--- config.mk ---
export PLATFORM = sky130hd
export DESIGN_NAME = can_id_filter_bank
export DESIGN_NICKNAME = d
export VERILOG_FILES = /design/src/rtl/can_id_filter_bank.sv
export SDC_FILE = /design/constraint.sdc
export NUM_CORES = 1
export LEC_CHECK = 0
export BUFFER_PORTS_ARGS = -buffer_cell sky130_fd_sc_hd__buf_4
export CORE_MARGIN = 1.5
export CORE_UTILIZATION = 45
export CTS_BUF_LIST = sky130_fd_sc_hd__clkbuf_4 sky130_fd_sc_hd__clkbuf_8 sky130_fd_sc_hd__clkbuf_16
export CTS_CLUSTER_SIZE = 40
export DETAILED_ROUTE_END_ITERATION = 8
export GPL_TIMING_DRIVEN = 0
export PLACE_DENSITY = 0.73
export SYNTH_ARGS = -nofsm -noshare
export SYNTH_HDL_FRONTEND = slang
export SYNTH_SLANG_ARGS = --single-unit
--- constraint.sdc ---
create_clock -name clk -period 5.55 [get_ports clk]
set_input_delay 1.3875 -clock clk [delete_from_list [all_inputs] [get_ports clk]]
set_output_delay 1.3875 -clock clk [all_outputs]
set_load 0.005 [all_outputs]
--- src/rtl/can_id_filter_bank.sv ---
module can_id_filter_bank #(
  parameter int N_FILT = 4,
  parameter int ID_W   = 32,
  parameter int ADDR_W = 4
) (
  input  logic              clk,
  input  logic              rst_n,
  input  logic              reg_wr,
  input  logic              reg_rd,
  input  logic [ADDR_W-1:0] reg_addr,
  input  logic [ID_W-1:0]   reg_wdata,
  output logic [ID_W-1:0]   reg_rdata,
  input  logic              id_valid,
  input  logic [ID_W-1:0]   id_word,
  output logic              busy,
  output logic              res_valid,
  output logic              res_accept,
  output logic              res_hit,
  output logic [((N_FILT > 1) ? $clog2(N_FILT) : 1)-1:0] res_idx
);
  localparam int IDX_W = (N_FILT > 1) ? $clog2(N_FILT) : 1;
  localparam logic [ADDR_W-1:0] A_EN  = ADDR_W'(0);
  localparam logic [ADDR_W-1:0] A_SET = ADDR_W'(1);
  localparam logic [ADDR_W-1:0] A_CLR = ADDR_W'(2);
  localparam logic [ADDR_W-1:0] A_ERR = ADDR_W'(3);
  localparam logic [ADDR_W-1:0] A_FLT = ADDR_W'(4);
  localparam logic [ADDR_W-1:0] A_END = ADDR_W'(4 + 2 * N_FILT);

  logic [N_FILT-1:0] en_q;
  logic [ID_W-1:0]   mask_q [N_FILT];
  logic [ID_W-1:0]   ref_q  [N_FILT];
  logic [ID_W-1:0]   id_q;
  logic              cmp_v;
  logic              err_q;
  logic [N_FILT-1:0] hit;
  logic [IDX_W-1:0]  pidx;

  wire              in_flt = (reg_addr >= A_FLT) && (reg_addr < A_END);
  wire [IDX_W-1:0]  fsel   = IDX_W'((reg_addr - A_FLT) >> 1);
  wire              is_ref = reg_addr[0];
  wire              refuse = reg_wr && in_flt && (cmp_v || en_q[fsel]);
  wire              take   = reg_wr && in_flt && !refuse;

  assign busy = cmp_v;

  always_ff @(posedge clk) begin
    if (!rst_n) begin
      en_q  <= '0;
      err_q <= 1'b0;
      cmp_v <= 1'b0;
      id_q  <= '0;
    end else begin
      if (reg_wr && reg_addr == A_SET) en_q <= en_q | reg_wdata[N_FILT-1:0];
      else if (reg_wr && reg_addr == A_CLR) en_q <= en_q & ~reg_wdata[N_FILT-1:0];
      if (refuse) err_q <= 1'b1;
      else if (reg_rd && reg_addr == A_ERR) err_q <= 1'b0;
      cmp_v <= id_valid;
      if (id_valid) id_q <= id_word;
    end
  end

  for (genvar k = 0; k < N_FILT; k++) begin : g_flt
    always_ff @(posedge clk) begin
      if (!rst_n) begin
        mask_q[k] <= '0;
        ref_q[k]  <= '0;
      end else if (take && fsel == IDX_W'(k)) begin
        if (is_ref) ref_q[k]  <= reg_wdata;
        else        mask_q[k] <= reg_wdata;
      end
    end
    assign hit[k] = en_q[k] && (((id_q ^ ref_q[k]) & mask_q[k]) == '0);
  end

  always_comb begin
    pidx = '0;
    for (int k = N_FILT - 1; k >= 0; k--)
      if (hit[k]) pidx = IDX_W'(k);
  end

  always_ff @(posedge clk) begin
    if (!rst_n) begin
      res_valid  <= 1'b0;
      res_accept <= 1'b0;
      res_hit    <= 1'b0;
      res_idx    <= '0;
      reg_rdata  <= '0;
    end else begin
      res_valid <= cmp_v;
      if (cmp_v) begin
        res_accept <= (en_q == '0) || (|hit);
        res_hit    <= |hit;
        res_idx    <= pidx;
      end
      if (reg_rd) begin
        reg_rdata <= '0;
        if (reg_addr == A_EN)       reg_rdata[N_FILT-1:0] <= en_q;
        else if (reg_addr == A_ERR) reg_rdata[0] <= err_q;
        else if (in_flt)            reg_rdata <= is_ref ? ref_q[fsel] : mask_q[fsel];
      end
    end
  end
endmodule

==> results.json, run 1 <==
{
  "p_leak_nw": 7.761,
  "hold_violations": 0,
  "hold_slack_ps": 480.6,
  "clock_sinks": 331,
  "setup_viol": 0,
  "syn_to_final_growth_pct": 18.41,
  "synthArstFlopShare_pct": 0,
  "syn_area_per_cell_um2": 13.03,
  "placed_area_mm2": 0.01779,
  "grt_setup_unrepaired": "false",
  "dieArea_mm2": 0.03672,
  "design_area_mm2": 0.01896,
  "crit_type": "input pin to register",
  "dp_slack_ps": 492.7,
  "p_int_mw": 4.386,
  "arrival_ps": 4750,
  "clk_pin_slew_ps": 60,
  "drtAntennaViolNets": 0,
  "clk_latency_ps": 530,
  "dp_hpwl_mm": 39.26,
  "grt_pass1_wl_mm": 75.56,
  "overflow": 0,
  "ys_seq_elements": 331,
  "ctsHoldBuffers": 0,
  "grt.total_usage_pct": 29.24,
  "finalSetupTns_ps": 0,
  "synthCells": 1229,
  "cts_max_level": 2,
  "cts-root-buf": "clkbuf_16",
  "finalWorstSetupSlack_ps": 1031,
  "p_clk_share_pct": 40.9,
  "fillerInstances": 2875,
  "instances_no_fill": 1869,
  "rows": 68,
  "drive_above_1_share_pct": 19.96,
  "synth_area_mm2": 0.01601,
  "wire_per_inst_um": 28.36,
  "fin_worst_skew_ps": 22.27,
  "max_cap_viol_count": 0,
  "grt_use_met2_pct": 45.19,
  "grt_max_degree": 21,
  "min_period_over_period_pct": 81.42,
  "startpoint_type": "input pin",
  "place_congestion": 1.035,
  "io_buffer_count": 106,
  "vias": 11286,
  "start_util_pct": 46.01,
  "hold_path.class": "register to register",
  "power_per_cell_area_mw_per_mm2": 307.0,
  "cts_setup_buffers": 0,
  "numCtsBuffers": 36,
  "io_pins": 111,
  "synth_edf_count": 256,
  "maxSlewHeadroom_pct": 11.15,
  "cp.required_ps": 5780,
  "ys_seq_area_share_pct": 57.40,
  "place_inst": 1803,
  "critPathCaptureType": "register",
  "post_cts_resized": 0,
  "clock.fmax_ghz": 0.2213,
  "slew_viol_final": 0,
  "die-height_um": 191.6,
  "grt_use_met1_pct": 38.44,
  "drt-initial-drc-count": 1639,
  "synth_warnings": 0,
  "fin_crit_ps": 4519,
  "status": "finished, final reports clean",
  "worst_pin_slew_ps": 1333,
  "antenna_found_initial": 3,
  "busiest_layer": "met2",
  "ir_drop_mv": 0.1807,
  "power.switching_mw": 1.434,
  "synth_cell_types": 42,
  "wl_mm": 53.00,
  "seqPwrFrac_pct": 48.4,
  "cts_buffer_depth": 3,
  "drc": 0,
  "path_max_fanout": 14,
  "cts_tree": "built",
  "die_w_um": 191.6,
  "vias_per_cell": 6.039,
  "coreArea_mm2": 0.03480,
  "final_cell_mix": "and2_1, edfxtp_1, xor2_1, buf_4, nor2_1",
  "final_nets": 1460,
  "met3_usage_pct": 8.332,
  "synthFlopType": "edfxtp_1",
  "drtPass1Iterations": 8,
  "pwr-share-comb_pct": 10.7,
  "layout_commonest_cell": "and2_1",
  "p_sw_share_pct": 24.64,
  "synth_nets": 1303,
  "grt_pass1_vias": 11221
}
==> sequential cells by signal, summed over array words and instances, names as in the netlist, named ones only <==
register	cells
res_hit	1
reg_rdata	32
ref_q	128
res_valid	1
res_idx	2
err_q	1
id_q	32
res_accept	1
mask_q	128
busy	1
==> critical path: stages <==
cell	delay, ps
buf_4	130
clkbuf_1	380
buf_1	940
nand2_1	560
o31ai_4	910
buf_16	240
buf_16	170
==> path summary, 6_finish.rpt <==
| kind | startpoint | slack, ps | cells after the start | to |
|---|---|---|---|---|
| min reg2reg | res_idx[1] | 480 | 2 | res_idx[1] |
| max | reg_addr[0] | 1030 | 7 | ref_q[2][25] |
| min | res_idx[1] | 480 | 2 | res_idx[1] |
| max reg2reg | register | 2460 | 6 | ref_q[2][25] |
==> cells by family (layout without fill, tap and decap cells) <==
kind of cell / count (synthesis) / in the layout / share of synthesized area, %
adders and majority gates: 1 / 1 / 0.07814
other: 0 / 1 / 0
muxes: 126 / 126 / 12.96
buffers and inverters: 99 / 283 / 2.517
and+or+nand+nor: 423 / 423 / 14.73
DFF: 331 / 331 / 57.40
AOI/OAI and AO/OA: 120 / 120 / 5.260
xor gates and xnor gates: 129 / 129 / 7.057
==> synth_stat cells (2+ instances only) <==
master | n | area (um^2)
nand2_1 | 19 | 71.32
nor2_1 | 103 | 386.6
buf_1 | 4 | 15.01
buf_2 | 8 | 40.04
nor3_1 | 7 | 35.03
nand2b_1 | 2 | 12.51
o21ai_0 | 10 | 50.05
and3_1 | 4 | 25.02
a31oi_1 | 2 | 12.51
edfxtp_1 | 256 | 7687
mux2i_1 | 61 | 610.6
xor2_1 | 128 | 1121
a22o_1 | 8 | 70.07
dfxtp_1 | 75 | 1501
inv_1 | 3 | 11.26
a221oi_1 | 10 | 87.58
a32o_1 | 3 | 30.03
clkbuf_2 | 11 | 55.05
and2_1 | 260 | 1627
o31ai_1 | 3 | 22.52
a222oi_1 | 4 | 40.04
nor2_2 | 2 | 12.51
a21oi_1 | 30 | 150.1
nor3_4 | 2 | 32.53
a22oi_1 | 47 | 352.8
nand3_1 | 4 | 20.02
clkbuf_1 | 71 | 266.5
mux4_2 | 65 | 1464
nand4_1 | 14 | 87.58
==> metrics by stage <==
| stage | power [mW] | utilization, % |
|---|---|---|
| 2_1_floorplan | 3.164 | - |
| 3_3_place_gp | 3.437 | 49.96 |
| 3_5_place_dp | 3.474 | 51.14 |
| 4_1_cts | 5.797 | 54.47 |
| 5_1_grt | 5.944 | 54.47 |
| 6_report | 5.820 | 54.47 |
==> layer usage <==
metal	vias to the layer above	routed length [um]
met5	-	17
met4	2	2580
met3	150	6974
met2	815	23710
met1	5572	19710
li1	4747	-
==> cell type report <==
class	instances	area, um^2	share of cell area, %
antenna	1	2.502	0.01320
multi-input combinational	799	6513	34.36
buffer	95	387.9	2.046
clock inverter	11	86.33	0.4554
timing repair buffer	119	1121	5.914
tap	455	569.3	3.003
clock buffer	54	1072	5.657
inverter	4	15.01	0.07921
sequential	331	9189	48.48
==> power groups by stage <==
stage	combinational [mW]	sequential (mW)	clock [mW]
floorplan	0.318	2.85	0
global placement	0.562	2.88	0
detailed placement	0.609	2.87	0
CTS	0.614	2.81	2.37
global route	0.652	2.82	2.47
finish	0.626	2.82	2.38
Power figures use the tool's default switching activity.
==> run 2, diff against run 1 <==
Clock period 5.55 ns to 3.87 ns, I/O delays scaled along.
==> run 2 against run 1 <==
Wire length hardly changed. Largest cell class unchanged. Sequential share of layout area fell by 0.24 points. Cell count increased by 0.48%. The flow now finishes with violations (DRC). Highest routed layer unchanged. Critical endpoint is now ref_q[3][13]. Critical path type unchanged. Worst setup slack worse by 960 ps.
==> results.json, run 2 (synthesized netlist as in run 1, its figures left out) <==
{
  "vias": 11313,
  "start_util_pct": 46.01,
  "cpMaxStageDelayCell": "buf_1",
  "grt_pass1_vias": 10992,
  "p_leak_nw": 7.810,
  "slew_viol_final": 0,
  "cp.required_ps": 4090,
  "register_area_mm2": 0.009189,
  "ir_drop_mv": 0.2966,
  "numCtsBuffers": 36,
  "violations": "DRC",
  "status": "complete, but fails checks",
  "instances_no_fill": 1878,
  "dp_hpwl_mm": 38.74,
  "wire_per_inst_um": 28.20,
  "cp_num_cells": 6,
  "rows": 68,
  "setup_viol": 0,
  "max_cap_viol_count": 0,
  "die-height_um": 191.6,
  "dieArea_mm2": 0.03672,
  "worst_pin_slew_ps": 1329,
  "design_area_mm2": 0.01905,
  "grt_pass1_wl_mm": 75.11,
  "maxSlewHeadroom_pct": 11.42,
  "die_w_um": 191.6,
  "drtAntennaViolNets": 0,
  "clk_latency_ps": 540,
  "power_per_cell_area_mw_per_mm2": 443.9,
  "grt.total_usage_pct": 29.23,
  "min_period_over_period_pct": 98.18,
  "top_regs": "mask_q x128, ref_q x128",
  "grt_max_degree": 24,
  "fin_crit_ps": 3800,
  "clock.fmax_ghz": 0.2632,
  "place_congestion": 1.070,
  "grt_setup_unrepaired": "false",
  "final_cell_mix": "and2_1, edfxtp_1, xor2_1, buf_4, nor2_1",
  "ctsHoldBuffers": 0,
  "fin_worst_skew_ps": 20.88,
  "path_cells": "buf_4 > clkbuf_1 > buf_1 > nand2_1 > o21ai_4 > buf_12",
  "cts_tree": "built",
  "fillerInstances": 2893,
  "hold_violations": 0,
  "drtPass1Iterations": 7,
  "syn_to_final_growth_pct": 18.98,
  "cts_max_level": 2,
  "critPathCaptureType": "register",
  "crit_type": "input pin to register",
  "finalSetupTns_ps": 0,
  "vias_per_cell": 6.024,
  "cts_buffer_depth": 3,
  "worst-r2r-cell-count": 6,
  "worst_path_dominant_cell_family": "buffers and inverters",
  "startpoint_type": "input pin",
  "wl_mm": 52.96,
  "drive_above_1_share_pct": 20.25,
  "clock_sinks": 331,
  "cts-root-buf": "clkbuf_16",
  "hold_slack_ps": 468.2,
  "coreArea_mm2": 0.03480,
  "arrival_ps": 4020,
  "clk_pin_slew_ps": 60,
  "overflow": 0,
  "io_buffer_count": 106,
  "crit_buf_inv": 4,
  "path_max_fanout": 19,
  "whs_path_depth": 2,
  "drc": 1,
  "timing.reg2reg.setup_slack_ps": 1040,
  "multi_input_area_mm2": 0.006518,
  "drt-initial-drc-count": 1516,
  "place_inst": 1802,
  "hold_path.class": "register to register",
  "antenna_found_initial": 2,
  "layout_commonest_cell": "and2_1",
  "final_nets": 1468,
  "io_pins": 111,
  "crit_path_max_incr_delay_ps": 950,
  "placed_area_mm2": 0.01776
}
run 2: changes by cell type in the layout (fill, tap and decap cells not counted):
cell       previous run  this run
nor3_2                0         1
buf_16               10         8
buf_4               106       114
bufinv_16             1         3
clkbuf_2             11        13
clkbuf_4             14         9
buf_8                 2         1
nor3_1                7         6
buf_12                1         4
clkinv_2              4         2
clkinv_1              3         9
clkbuf_1             71        69
run 2: worst min-delay path, stage by stage, from the launching register on:
cell	delay, ps
dfxtp_1	310
nand2_1	50
o31ai_1	50
run 2: layout make-up:
type / count / share of cell area (%)
inverter: 4 / 0.07882
timing repair buffer: 127 / 6.148
clock inverter: 17 / 0.8342
antenna: 1 / 0.01314
multi-input combinational: 799 / 34.22
buffer: 95 / 2.049
tap: 455 / 2.989
sequential: 331 / 48.24
clock buffer: 49 / 5.432
run 2: final timing paths:
path	end	start
worst min register to register	res_idx[1]	res_idx[1]
worst min-delay path	res_idx[1]	res_idx[1]
worst max register to register	ref_q[3][22]	register
worst max-delay path	ref_q[3][13]	reg_addr[0]
run 2: what timing repair did:
item | CTS | global route
gates resized for setup | 0 | 5
setup buffers | 0 | 9
setup endpoints to repair | 0 | 76
endpoints found under the hold margin | 0 | 0
run 2: where the power goes:
part | switching (mW) | total (mW) | leakage [nW] | internal [mW]
Clock | 1.43 | 3.51 | 0.592 | 2.08
Sequential | 0.0883 | 4.04 | 3.36 | 3.95
Combinational | 0.553 | 0.905 | 3.86 | 0.351
Total | 2.07 | 8.46 | 7.81 | 6.38
run 2: metal layers:
metal | vias to the layer above | wire length, um | GRT usage [%]
li1 | 4764 | - | -
met1 | 5627 | 20410 | 39.38
met2 | 776 | 23460 | 44.16
met3 | 144 | 6660 | 8.679
met4 | 2 | 2416 | 12.20
met5 | - | 13 | 0
run 2: through the flow:
step / setup WS [ps] / power, mW / utilization (%)
detailed placement: -434.8 / 4.978 / 51.05
floorplan: -382.3 / 4.536 / -
global placement: -2505 / 4.923 / 50.01
CTS: 97.75 / 8.426 / 54.48
finish: 70.45 / 8.455 / 54.74
global route: 17.43 / 8.645 / 54.73
